==> src/rtl/adc_deser_pkg.sv <==
package adc_deser_pkg;

    typedef enum logic [1:0] {
        AL_SETTLE = 2'd0,
        AL_CHECK  = 2'd1,
        AL_LOCKED = 2'd2,
        AL_FAILED = 2'd3
    } align_state_e;

endpackage

==> src/rtl/adc_bit_window.sv <==
// Two-word serial history with a slip-selected capture window.
module adc_bit_window #(
    parameter int W      = 12,
    parameter int SLIP_W = $clog2(W)
) (
    input  logic              clk,
    input  logic              rst,
    input  logic              sdata,
    input  logic [SLIP_W-1:0] slip,
    output logic [W-1:0]      word_o
);
    localparam int HIST_W = 2 * W;
    localparam logic [SLIP_W:0] W_L = (SLIP_W + 1)'(W);

    logic [HIST_W-1:0] hist_d, hist_q;
    logic [SLIP_W:0]   shamt;
    logic [HIST_W-1:0] shifted;

    always_comb begin
        // newest bit enters at the top, older bits move toward bit 0
        hist_d  = {sdata, hist_q[HIST_W-1:1]};
        // slip 0 takes the newest W bits; each slip step moves one bit older
        shamt   = W_L - {1'b0, slip};
        shifted = hist_q >> shamt;
        word_o  = shifted[W-1:0];
    end

    always_ff @(posedge clk) begin
        if (rst) hist_q <= '0;
        else     hist_q <= hist_d;
    end
endmodule

==> src/rtl/adc_pattern_check.sv <==
// Compares captured words with the reversed fixed pattern or a ramp.
module adc_pattern_check #(
    parameter int W = 12
) (
    input  logic         clk,
    input  logic         rst,
    input  logic         cap,
    input  logic [W-1:0] word,
    input  logic         use_ramp,
    input  logic [W-1:0] cust_pat,
    output logic         match
);
    logic [W-1:0] prev_d, prev_q;
    logic [W-1:0] pat_rev;
    logic [W-1:0] prev_inc;

    for (genvar i = 0; i < W; i++) begin : g_rev
        assign pat_rev[i] = cust_pat[W-1-i];
    end

    always_comb begin
        prev_d   = cap ? word : prev_q;
        prev_inc = prev_q + W'(1);
        match    = use_ramp ? (word == prev_inc) : (word == pat_rev);
    end

    always_ff @(posedge clk) begin
        if (rst) prev_q <= '0;
        else     prev_q <= prev_d;
    end
endmodule

==> src/rtl/adc_align_fsm.sv <==
// Settle / check / locked / failed search over slip positions.
module adc_align_fsm
    import adc_deser_pkg::*;
#(
    parameter int W        = 12,
    parameter int SETTLE_N = 4,
    parameter int LOCK_N   = 16,
    parameter int SLIP_W   = $clog2(W)
) (
    input  logic              clk,
    input  logic              rst,
    input  logic              cap,
    input  logic              match,
    input  logic              train,
    output logic [SLIP_W-1:0] slip_o,
    output logic              lock_o,
    output logic              err_o,
    output logic              fail_o
);
    localparam int CNT_MAX = (SETTLE_N > LOCK_N) ? SETTLE_N : LOCK_N;
    localparam int CNT_W   = $clog2(CNT_MAX + 1);
    localparam logic [CNT_W-1:0]  SETTLE_LAST = CNT_W'(SETTLE_N - 1);
    localparam logic [CNT_W-1:0]  LOCK_LAST   = CNT_W'(LOCK_N - 1);
    localparam logic [SLIP_W-1:0] SLIP_LAST   = SLIP_W'(W - 1);

    typedef struct packed {
        align_state_e      st;
        logic [SLIP_W-1:0] slip;
        logic [CNT_W-1:0]  cnt;
        logic              err;
    } fsm_t;

    fsm_t s_d, s_q;

    always_comb begin
        s_d = s_q;
        if (cap) begin
            unique case (s_q.st)
                AL_SETTLE: begin
                    if (s_q.cnt == SETTLE_LAST) begin
                        s_d.st  = AL_CHECK;
                        s_d.cnt = '0;
                    end else begin
                        s_d.cnt = s_q.cnt + CNT_W'(1);
                    end
                end
                AL_CHECK: begin
                    if (match) begin
                        if (s_q.cnt == LOCK_LAST) begin
                            s_d.st  = AL_LOCKED;
                            s_d.cnt = '0;
                        end else begin
                            s_d.cnt = s_q.cnt + CNT_W'(1);
                        end
                    end else begin
                        s_d.cnt = '0;
                        if (s_q.slip == SLIP_LAST) begin
                            s_d.st = AL_FAILED;
                        end else begin
                            s_d.slip = s_q.slip + SLIP_W'(1);
                            s_d.st   = AL_SETTLE;
                        end
                    end
                end
                AL_LOCKED: begin
                    if (train && !match) begin
                        s_d.st  = AL_CHECK;
                        s_d.cnt = '0;
                        s_d.err = 1'b1;
                    end
                end
                default: ;
            endcase
        end
        slip_o = s_q.slip;
        lock_o = (s_q.st == AL_LOCKED);
        err_o  = s_q.err;
        fail_o = (s_q.st == AL_FAILED);
    end

    always_ff @(posedge clk) begin
        if (rst) s_q <= '{st: AL_SETTLE, slip: '0, cnt: '0, err: 1'b0};
        else     s_q <= s_d;
    end
endmodule

==> src/rtl/adc_lane_deser.sv <==
// Top: serial lane to signed samples with training alignment.
module adc_lane_deser #(
    parameter int WORD_W        = 12,
    parameter int SETTLE_FRAMES = 4,
    parameter int LOCK_WORDS    = 16
) (
    input  logic                     clk,
    input  logic                     rst,
    input  logic                     sdata,
    input  logic                     frame,
    input  logic                     train,
    input  logic                     use_ramp,
    input  logic [WORD_W-1:0]        cust_pat,
    output logic signed [WORD_W-1:0] sample,
    output logic                     valid,
    output logic                     lock,
    output logic                     err,
    output logic                     fail
);
    localparam int SLIP_W = $clog2(WORD_W);
    localparam logic [WORD_W-1:0] SIGN_FLIP = WORD_W'(1) << (WORD_W - 1);

    typedef struct packed {
        logic [WORD_W-1:0] smp;
        logic              vld;
    } out_t;

    logic [SLIP_W-1:0] slip_w;
    logic [WORD_W-1:0] word_w;
    logic              match_w;
    out_t              o_d, o_q;

    adc_bit_window #(.W(WORD_W), .SLIP_W(SLIP_W)) u_win (
        .clk    (clk),
        .rst    (rst),
        .sdata  (sdata),
        .slip   (slip_w),
        .word_o (word_w)
    );

    adc_pattern_check #(.W(WORD_W)) u_pat (
        .clk      (clk),
        .rst      (rst),
        .cap      (frame),
        .word     (word_w),
        .use_ramp (use_ramp),
        .cust_pat (cust_pat),
        .match    (match_w)
    );

    adc_align_fsm #(
        .W(WORD_W), .SETTLE_N(SETTLE_FRAMES), .LOCK_N(LOCK_WORDS), .SLIP_W(SLIP_W)
    ) u_fsm (
        .clk    (clk),
        .rst    (rst),
        .cap    (frame),
        .match  (match_w),
        .train  (train),
        .slip_o (slip_w),
        .lock_o (lock),
        .err_o  (err),
        .fail_o (fail)
    );

    always_comb begin
        o_d     = o_q;
        o_d.vld = frame;
        if (frame) o_d.smp = word_w ^ SIGN_FLIP;
        sample  = $signed(o_q.smp);
        valid   = o_q.vld;
    end

    always_ff @(posedge clk) begin
        if (rst) o_q <= '0;
        else     o_q <= o_d;
    end
endmodule

==> config.mk <==
export PLATFORM = sky130hd
export DESIGN_NAME = adc_lane_deser
export DESIGN_NICKNAME = d
export VERILOG_FILES = /design/src/rtl/adc_deser_pkg.sv /design/src/rtl/adc_bit_window.sv /design/src/rtl/adc_pattern_check.sv /design/src/rtl/adc_align_fsm.sv /design/src/rtl/adc_lane_deser.sv
export SDC_FILE = /design/constraint.sdc
export NUM_CORES = 1
export LEC_CHECK = 0
export ABC_CLOCK_PERIOD_IN_PS = 8900
export BUFFER_PORTS_ARGS = -buffer_cell sky130_fd_sc_hd__buf_2
export CAP_MARGIN = 20
export CORE_ASPECT_RATIO = 1.25
export CORE_MARGIN = 8
export CORE_UTILIZATION = 62
export DETAILED_ROUTE_END_ITERATION = 8
export GPL_ROUTABILITY_DRIVEN = 0
export GPL_TIMING_DRIVEN = 0
export PLACE_DENSITY = 0.83
export SETUP_SLACK_MARGIN = 0.2
export SLEW_MARGIN = 20
export SYNTH_ARGS = -nofsm -noshare
export SYNTH_HDL_FRONTEND = slang
export SYNTH_SLANG_ARGS = --single-unit
export TNS_END_PERCENT = 30
==> constraint.sdc <==
create_clock -name clk -period 8.9 [get_ports clk]
set_input_delay 2.67 -clock clk [delete_from_list [all_inputs] [get_ports clk]]
set_output_delay 2.67 -clock clk [all_outputs]
set_load 0.02 [all_outputs]
==> results of run 1 <==
[through the flow]
stage	area [um^2]	std cells
floorplan	3700	377
global placement	3950	475
detailed placement	3950	475
CTS	4040	483
global route	4040	483
finish	4040	483
[kinds of logic after synthesis]
kind of cell / count (synthesis) / share of synthesized area
AOI/OAI and AO/OA: 60 / 0.119
xor gates and xnor gates: 20 / 0.0493
adders and majority gates: 10 / 0.0338
buffers and inverters: 48 / 0.0916
DFF: 50 / 0.270
muxes: 62 / 0.246
and+or+nand+nor: 127 / 0.191
[how the worst max path moves through the flow]
stage	start	end	slack [ps]	cells past startpoint
after global routing	use_ramp	u_fsm.slip_o[3]	3870	9
after floorplan	use_ramp	u_fsm.slip_o[3]	4060	9
after detailed placement	use_ramp	u_fsm.slip_o[3]	3690	10
after CTS	use_ramp	u_fsm.slip_o[3]	4020	10
after global placement	use_ramp	u_fsm.slip_o[3]	3700	10
final	use_ramp	u_fsm.slip_o[3]	4040	10
[state kept, by name, summed over array words and instances, names as in the netlist]
signal / count
u_pat.prev_q: 1
valid: 1
u_fsm.err_o: 1
u_fsm.s_q: 7
sample: 12
u_fsm.slip_o: 4
u_win.hist_q: 24
[cells in the mapped netlist, types with 6 or more instances]
cell	instances	area, um^2
inv_1	16	60.1
buf_4	11	82.6
xor2_1	6	52.6
mux4_2	13	293
clkbuf_1	7	26.3
dfxtp_1	50	1000
mux2_2	6	67.6
o22ai_1	7	43.8
xnor2_1	13	114
clkbuf_8	9	124
o21ai_0	9	45.0
nor2b_1	27	169
a31oi_1	6	37.5
nand2_1	15	56.3
or3_1	6	37.5
nor2_1	36	135
mux2i_1	35	350
nand3_1	12	60.1
ha_1	10	125
mux4_1	7	184
[power by group through the flow]
stage | Sequential [mW] | Clock (mW) | Combinational [mW]
4_1_cts | 0.233 | 0.141 | 0.0563
5_1_grt | 0.233 | 0.148 | 0.0617
2_1_floorplan | 0.237 | 0 | 0.0419
6_report | 0.233 | 0.138 | 0.0561
3_5_place_dp | 0.238 | 0 | 0.0561
3_3_place_gp | 0.238 | 0 | 0.0545
[worst max-delay path: cells and delay by family]
family | cells | cell delay (ps)
AOI/OAI and AO/OA | 3 | 550
xor gates and xnor gates | 1 | 150
muxes | 1 | 290
and+or+nand+nor | 3 | 680
buffers and inverters | 2 | 720
[per-layer routing]
metal / vias to the layer above / track usage / routed length, um
met2: 80 / 0.355 / 4190
met4: 0 / 0.0838 / 178
met3: 17 / 0.0370 / 385
met5: - / 0 / 0
met1: 1424 / 0.226 / 3550
li1: 1454 / - / -
[final cells by class]
class / count / area, um^2 / share of cell area
Multi-Input combinational cell: 279 / 2360 / 0.585
Sequential cell: 50 / 1000 / 0.248
Clock inverter: 2 / 12.5 / 0.00310
Tap cell: 66 / 82.6 / 0.0204
Clock buffer: 6 / 82.6 / 0.0204
Buffer: 32 / 279 / 0.0690
Inverter: 16 / 60.1 / 0.0149
Timing Repair Buffer: 32 / 160 / 0.0396
==> flow_summary.toml, run 1 <==
[run_status]
status = "completed"

[sta]
setup_tns_ps = 0
fin_ws_ps = 4040
setup_viol = 0
clock_skew_ps = 6.25
worst_hold_slack_ps = 472
rsz0062_at_grt = "false"
fin_crit_sh = 0.546
finalHoldViolations = 0
worstMarginPinSlew_ps = 609
fin_crit_ps = 4860
drv_slew = 0
slew_headroom = 0.594
fmax_ghz = 0.206

[drt]
via_per_inst = 6.16
dr.first_iter.drc_count = 189
antenna_left = 0
vias = 2975
drc_errors = 0
routed_wl_um = 8300
wl_per_cell_um = 17.2
dr.pass1.iters = 4

[critical_path]
critPathRequiredTime_ps = 9100
crit_chain = "clkbuf_1, clkbuf_1, nor2_1, a31oi_1, xnor2_1, o2111ai_1, nor4_4, a211oi_2, and4_4, mux2_4"
r2r_end = "u_fsm.slip_o[3]"
crit_top_cell = "clkbuf_1"
r2r_start = "u_fsm.slip_o[0]"
crit_arrival_ps = 5060
r2r_cells = 14
crit_fanout = 10
rrSetupSlack_ps = 4770
cp_slowest_stage_delay_ps = 430
startpoint_type = "input port"
end_kind = "flip-flop"
path_class = "input port to flip-flop"
critPathSlowestCell = "clkbuf_1"

[clock_network]
worstSkewPairLatency_ps = 310
postCtsSetupRepairBufs = 0
cts_tree = "built"
cts_buffers = 5
clockRootBuffer = "clkbuf_8"
cts_hold_buf = 0
cts-resized-gates = 0
cts_buffer_depth = 2
htreeDepth = 2
path_clk_slew_ps = 90
cts_sinks = 50

[synthesis]
synth_edf_count = 0
synth-main-ff-cell = "dfxtp_1"
ys_seq_area_frac = 0.270
synth_seq_cells = 50
avgSynthCellArea_um2 = 9.82
async_reset_ff_frac = 0
synth_cell_type_count = 59
synth_area_um2 = 3700
postSynthCellCount = 377
ys_warn_count = 0
syn_nets = 405

[power_and_ir_drop]
p_int_mw = 0.316
p_leak_nw = 1.51
p_per_area_nw_per_um2 = 106
switching_share = 0.261
power.switching_mw = 0.112
max-vdd-ir-drop_uv = 71.8
power_frac_seq = 0.545
p_comb_frac = 0.131
total_power_mw = 0.427
pwr-share-clk = 0.324

[cells_and_area]
antennaDiodeCount = 0
layout_common_cells = "50 x dfxtp_1, 36 x nor2_1, 35 x mux2i_1"
drive_gt1_frac = 0.237
final.fill_count = 436
layout.cells.most_common = "dfxtp_1"
final_nets = 444
syn_to_final_growth_pct = 9.12
final_util = 0.699

[die]
die_y_um = 102
start_util = 0.641
dieArea_um2 = 8720
ioPinCount = 34
coreArea_um2 = 5780
dieWidth_um = 85.1
rows = 31

[flow_run]
maxCapViolCount = 0

[hold_path]
min-delay-start = "u_win.hist_q[1]"
hold-path-endpoint = "u_win.hist_q[0]"
min_path_cells = 1
hp-class = "flip-flop to flip-flop"

[global_routing]
grt_pass1_wl_um = 14000
grt_usage = 0.198
grt_pass1_vias = 2977
overflow = 0
grt_max_degree = 16
antenna_found_initial = 0

[placed_design]
place_ws_ps = 3690
portBuffers = 32
hpwl_um = 6450
Note: power is estimated with default switching activity, not from simulation.
==> inputs of run 2 (changes only) <==
- ABC_AREA: unset -> 1
- ABC_CLOCK_PERIOD_IN_PS: 8900 -> 4900
- CORE_UTILIZATION: 62 -> 61
- PLACE_DENSITY: 0.83 -> 0.81
- clock period: 8.9 -> 4.9 ns (I/O delays scaled with it)
==> flow_summary.toml, run 2 <==
[run_status]
status = "completed"

[critical_path]
rrSetupSlack_ps = 1750
crit_fanout = 10
crit_cells = 15
cp_num_buf_inv = 4
path_class = "input port to flip-flop"
critPathRequiredTime_ps = 5090
r2r_end = "u_fsm.s_q[2]"
critPathSlowestCell = "or2_2"
r2r_start = "u_fsm.slip_o[0]"
crit_arrival_ps = 3370
cp_slowest_stage_delay_ps = 340
crit_top_cell = "nand2_1"
r2r_cells = 19
end_kind = "flip-flop"
startpoint_type = "input port"
crit_family = "simple AND/OR/NAND/NOR gates"
crit_chain = "buf_2, clkinv_1, or2_2, o21ai_0, inv_1, nand3_1, nand2_1, nor2_1, nand3_2, nor2_8, inv_4, nand2_2, nand3b_1, nand2_1, a21oi_1"

[synthesis]
yosysMostFrequentCell = "nand2_1"
synth_fa_ha_area_frac = 0.0319
avgSynthCellArea_um2 = 6.04
synth_top_family_by_area = "simple AND/OR/NAND/NOR gates"
synth_top_area_frac = 0.256
async_reset_ff_frac = 0
syn_nets = 677
synth_compound_area_frac = 0.0616
synth_cell_type_count = 33
synth_xor_area_frac = 0.0112
ys_seq_area_frac = 0.256
ys_warn_count = 0
synth-simple-area-share = 0.494
synth_seq_cells = 50
yosys.area.top_type = "dfxtp_1"
synth_edf_count = 0
synth_mux_area_frac = 0
synth-main-ff-cell = "dfxtp_1"
yosys-top-cells-area = "dfxtp_1 26%, nand3_1 20%, nand2_1 16%, inv_1 6.9%, nor2_1 4.8%"
postSynthCellCount = 649
synth_area_um2 = 3920
synth_common_cells = "172 x nand2_1, 159 x nand3_1, 72 x inv_1, 50 x dfxtp_1, 50 x nor2_1"

[cells_and_area]
layout_common_cells = "172 x nand2_1, 159 x nand3_1, 72 x inv_1"
largest_reg_flops = 24
antennaDiodeCount = 0
final_nets = 715
layout.cells.most_common = "nand2_1"
final_cell_area_um2 = 4260
drive_gt1_frac = 0.148
syn_to_final_growth_pct = 8.72
largest_register = "u_win.hist_q"

[die]
dieWidth_um = 87.7
dieArea_um2 = 9260
coreArea_um2 = 6210
rows = 32
start_util = 0.631
die_y_um = 106
ioPinCount = 34

[drt]
dr.pass1.iters = 5
antenna_left = 0
via_per_inst = 5.53
vias = 4269
dr.first_iter.drc_count = 325
drc_errors = 0
wl_per_cell_um = 13.8
routed_wl_um = 10600

[global_routing]
antenna_found_initial = 0
grt_pass1_wl_um = 17900
grt-busiest-layer = "met2"
grt_pass1_vias = 3983
grt_usage = 0.235
use_met2 = 0.410
grt_use_met1 = 0.263
use_met3 = 0.0365
overflow = 0
grt_max_degree = 15

[sta]
fmax_ghz = 0.315
setup_viol = 0
finalHoldViolations = 0
slew_headroom = 0.639
fin_crit_ps = 3180
rsz0062_at_grt = "false"
fin_crit_sh = 0.648
fin_ws_ps = 1720
clock_skew_ps = 8.49
worstMarginPinSlew_ps = 542
setup_tns_ps = 0
drv_slew = 0

[hold_path]
hp-class = "flip-flop to flip-flop"
min-delay-start = "u_win.hist_q[6]"
min_path_cells = 2
hold-path-endpoint = "u_win.hist_q[5]"

[clock_network]
path_clk_slew_ps = 90
cts_buffers = 5
cts_buffer_depth = 2
htreeDepth = 2
cts_tree = "built"
cts_sinks = 50
clockRootBuffer = "clkbuf_8"
postCtsSetupRepairBufs = 0
worstSkewPairLatency_ps = 300
cts-resized-gates = 0
cts_hold_buf = 0

[placed_design]
place_ws_ps = 1400
portBuffers = 31
hpwl_um = 8470
place_area_um2 = 4180

[power_and_ir_drop]
p_per_area_nw_per_um2 = 428
max-vdd-ir-drop_uv = 203
p_leak_nw = 2.06

[flow_run]
maxCapViolCount = 0
run 2: cell types whose count changed after synthesis, sizes merged, moves of 12 or more:
cell	change
nand2	+167
nand3	+154
inv	+63
mux2i	-35
nor2b	-27
mux4	-20
nor2	+18
buf	+15
a21oi	+13
xnor2	-12
run 2: kinds of logic after synthesis:
| family | after synthesis |
|---|---|
| buffers and inverters | 118 |
| XOR/XNOR | 5 |
| AND/OR/NAND/NOR | 423 |
| flip-flops | 50 |
| adder cells (fa/ha/maj) | 10 |
| AO/OA/AOI/OAI | 43 |
run 2: worst max path at each step:
stage | endpoint | from
after detailed placement | u_fsm.s_q[3] | use_ramp
final | u_fsm.s_q[2] | use_ramp
after global placement | u_fsm.s_q[2] | use_ramp
after CTS | u_fsm.s_q[3] | use_ramp
after global routing | u_fsm.s_q[3] | use_ramp
after floorplan | u_fsm.s_q[2] | use_ramp
run 2: worst reg2reg max path: stages (launching register included):
cell and delay (ps):
dfxtp_1 360, buf_6 160, inv_6 70, buf_4 190
ha_1 410, inv_2 160, buf_4 210, nand3_1 110
nand3_1 130, nand3_1 140, nand4_1 150, nand3_1 130
nor2_1 150, nand3_2 140, nor2_8 180, inv_4 70
nand2_2 100, nand3b_1 80, nand2_1 60, a21oi_1 40
run 2: layout make-up:
class / count / area [um^2]
tap: 85 / 106
fill: 609 / 1950
inverter: 80 / 308
multi-input combinational: 481 / 2340
sequential: 50 / 1000
clock inverter: 1 / 7.51
buffer: 38 / 264
timing repair buffer: 31 / 155
clock buffer: 6 / 72.6
run 2: layer usage:
layer | vias to the layer above | part of all wire
li1 | 2168 | -
met1 | 1851 | 0.40
met2 | 191 | 0.48
met3 | 59 | 0.073
met4 | 0 | 0.051
met5 | - | 0
run 2: power breakdown:
group / total, mW / internal [mW] / switching [mW] / leakage (nW)
Sequential: 0.500 / 0.451 / 0.0484 / 0.406
Combinational: 1.09 / 0.386 / 0.706 / 1.61
Clock: 0.234 / 0.0982 / 0.135 / 0.0373
run 2: stage by stage:
stage           util  power [mW]  hold slack, ps  std cells
6_report       0.686        1.82             444        772
5_1_grt        0.686        1.96             462        772
4_1_cts        0.686        1.80             447        772
3_5_place_dp   0.673        1.57             430        765
3_3_place_gp   0.673        1.54             425        765
2_1_floorplan      -        1.33             416        649
==> inputs of run 3 (changes only) <==
- ABC_AREA: 1 -> 0
- ABC_CLOCK_PERIOD_IN_PS: 4900 -> 2850
- CORE_UTILIZATION: 61 -> 54
- PLACE_DENSITY: 0.81 -> 0.76
- clock period: 4.9 -> 2.85 ns (I/O delays scaled with it)
==> flow_summary.toml, run 3 (synthesis results as in run 1) <==
[clock_network]
clockRootBuffer = "clkbuf_8"
path_clk_slew_ps = 100
cts_sinks = 50
htreeDepth = 2
cts_buffers = 5
cts_buffer_depth = 2
cts_tree = "built"
worstSkewPairLatency_ps = 310

[placed_design]
hpwl_um = 6510
place_area_um2 = 4030
portBuffers = 32
place_ws_ps = -848

[die]
dieArea_um2 = 9780
ioPinCount = 34
dieWidth_um = 90.1
coreArea_um2 = 6610
rows = 33
start_util = 0.561
die_y_um = 109

[cells_and_area]
seqCellArea_um2 = 1010
final_cell_area_um2 = 4420
final_nets = 459
final.fill_count = 527
syn_to_final_growth_pct = 19.4
multiInputGateArea_um2 = 2530
layout_common_cells = "48 x dfxtp_1, 35 x nor2_1, 32 x buf_2"
final_util = 0.669
largest_reg_flops = 24
antennaDiodeCount = 0
drive_gt1_frac = 0.331
largest_register = "u_win.hist_q"
layout.cells.most_common = "dfxtp_1"

[sta]
fmax_ghz = 0.283
fin_crit_sh = 1.24
setup_viol = 12
clock_skew_ps = 13.4
finalHoldViolations = 0
fin_crit_ps = 3530
worstMarginPinSlew_ps = 789
fin_ws_ps = -678
slew_headroom = 0.473
drv_slew = 0
rsz0062_at_grt = "true"

[critical_path]
critPathSlowestCell = "mux4_2"
crit_chain = "inv_4, buf_8, ha_4, buf_12, mux2_4, mux4_2, nor2b_4, or4_4, nand3_4, nor4_4, buf_4, a211oi_4, and4_4, mux2_4"
end_kind = "flip-flop"
startpoint_type = "flip-flop"
cp_num_buf_inv = 4
crit_top_cell = "mux2_4"
critPathRequiredTime_ps = 3060
crit_family = "multiplexers"
path_class = "flip-flop to flip-flop"
cp_slowest_stage_delay_ps = 520
crit_fanout = 5
crit_arrival_ps = 3740

[run_status]
status = "finished, violations left"
violations = "negative setup slack"

[power_and_ir_drop]
p_leak_nw = 1.63
p_per_area_nw_per_um2 = 308
max-vdd-ir-drop_uv = 260
total_power_mw = 1.36

[global_routing]
grt_max_degree = 16
grt_pass1_vias = 2926
antenna_found_initial = 0
grt_pass1_wl_um = 14300
grt_usage = 0.175
overflow = 0

[drt]
drc_errors = 0
dr.first_iter.drc_count = 208
via_per_inst = 5.87
routed_wl_um = 8960
wl_per_cell_um = 17.3
vias = 3048
dr.pass1.iters = 4
antenna_left = 0

[flow_run]
maxCapViolCount = 0

[hold_path]
hp-class = "flip-flop to flip-flop"
==> run 3: report_power, final <==
group	switching, mW	total [mW]	leakage [nW]	internal, mW
clock network	0.242	0.438	0.0472	0.196
registers	0.0155	0.726	0.407	0.711
logic	0.106	0.198	1.18	0.0922
total	0.364	1.36	1.63	0.999
==> run 3: what timing repair did <==
| action | 4_1_cts | 5_1_grt |
|---|---|---|
| hold buffers | 0 | 0 |
| endpoints found under the hold margin | 0 | 0 |
| pin swaps | 10 | 14 |
| setup endpoints to repair | 12 | 12 |
| gates cloned | 0 | 2 |
| buffers inserted | 11 | 2 |
| resized for setup | 17 | 20 |
==> run 3: cell type report <==
class,instances,area share
sequential,50,0.228
timing repair buffer,47,0.0696
clock inverter,2,0.00283
inverter,16,0.0141
tap,87,0.0246
buffer,32,0.0710
multi-input combinational,279,0.572
clock buffer,6,0.0187
==> run 3: routing by layer <==
layer | wire, um | share of wire | global-route usage | vias up
met5 | 0 | 0 | 0 | -
met4 | 178 | 0.020 | 0.0596 | 0
met3 | 323 | 0.036 | 0.0340 | 18
met2 | 4560 | 0.51 | 0.310 | 58
met1 | 3900 | 0.44 | 0.209 | 1490
li1 | - | - | - | 1482
==> run 3: worst paths after layout <==
check,startpoint,to,slack (ps),cells past startpoint
setup / recovery,u_fsm.slip_o[0],u_fsm.slip_o[3],-680,14
setup reg to reg,u_fsm.slip_o[0],u_fsm.slip_o[3],-680,14
hold / removal,u_win.hist_q[1],u_win.hist_q[0],480,1
hold reg to reg,u_win.hist_q[1],u_win.hist_q[0],480,1
==> run 3: stage by stage <==
stage               setup TNS, ps  instances  hold WS (ps)
CTS                         -7340        515           473
finish                      -6890        519           478
global placement            -8590        496           441
detailed placement          -8710        496           461
floorplan                   -4140        377           437
global route                -8230        519           488
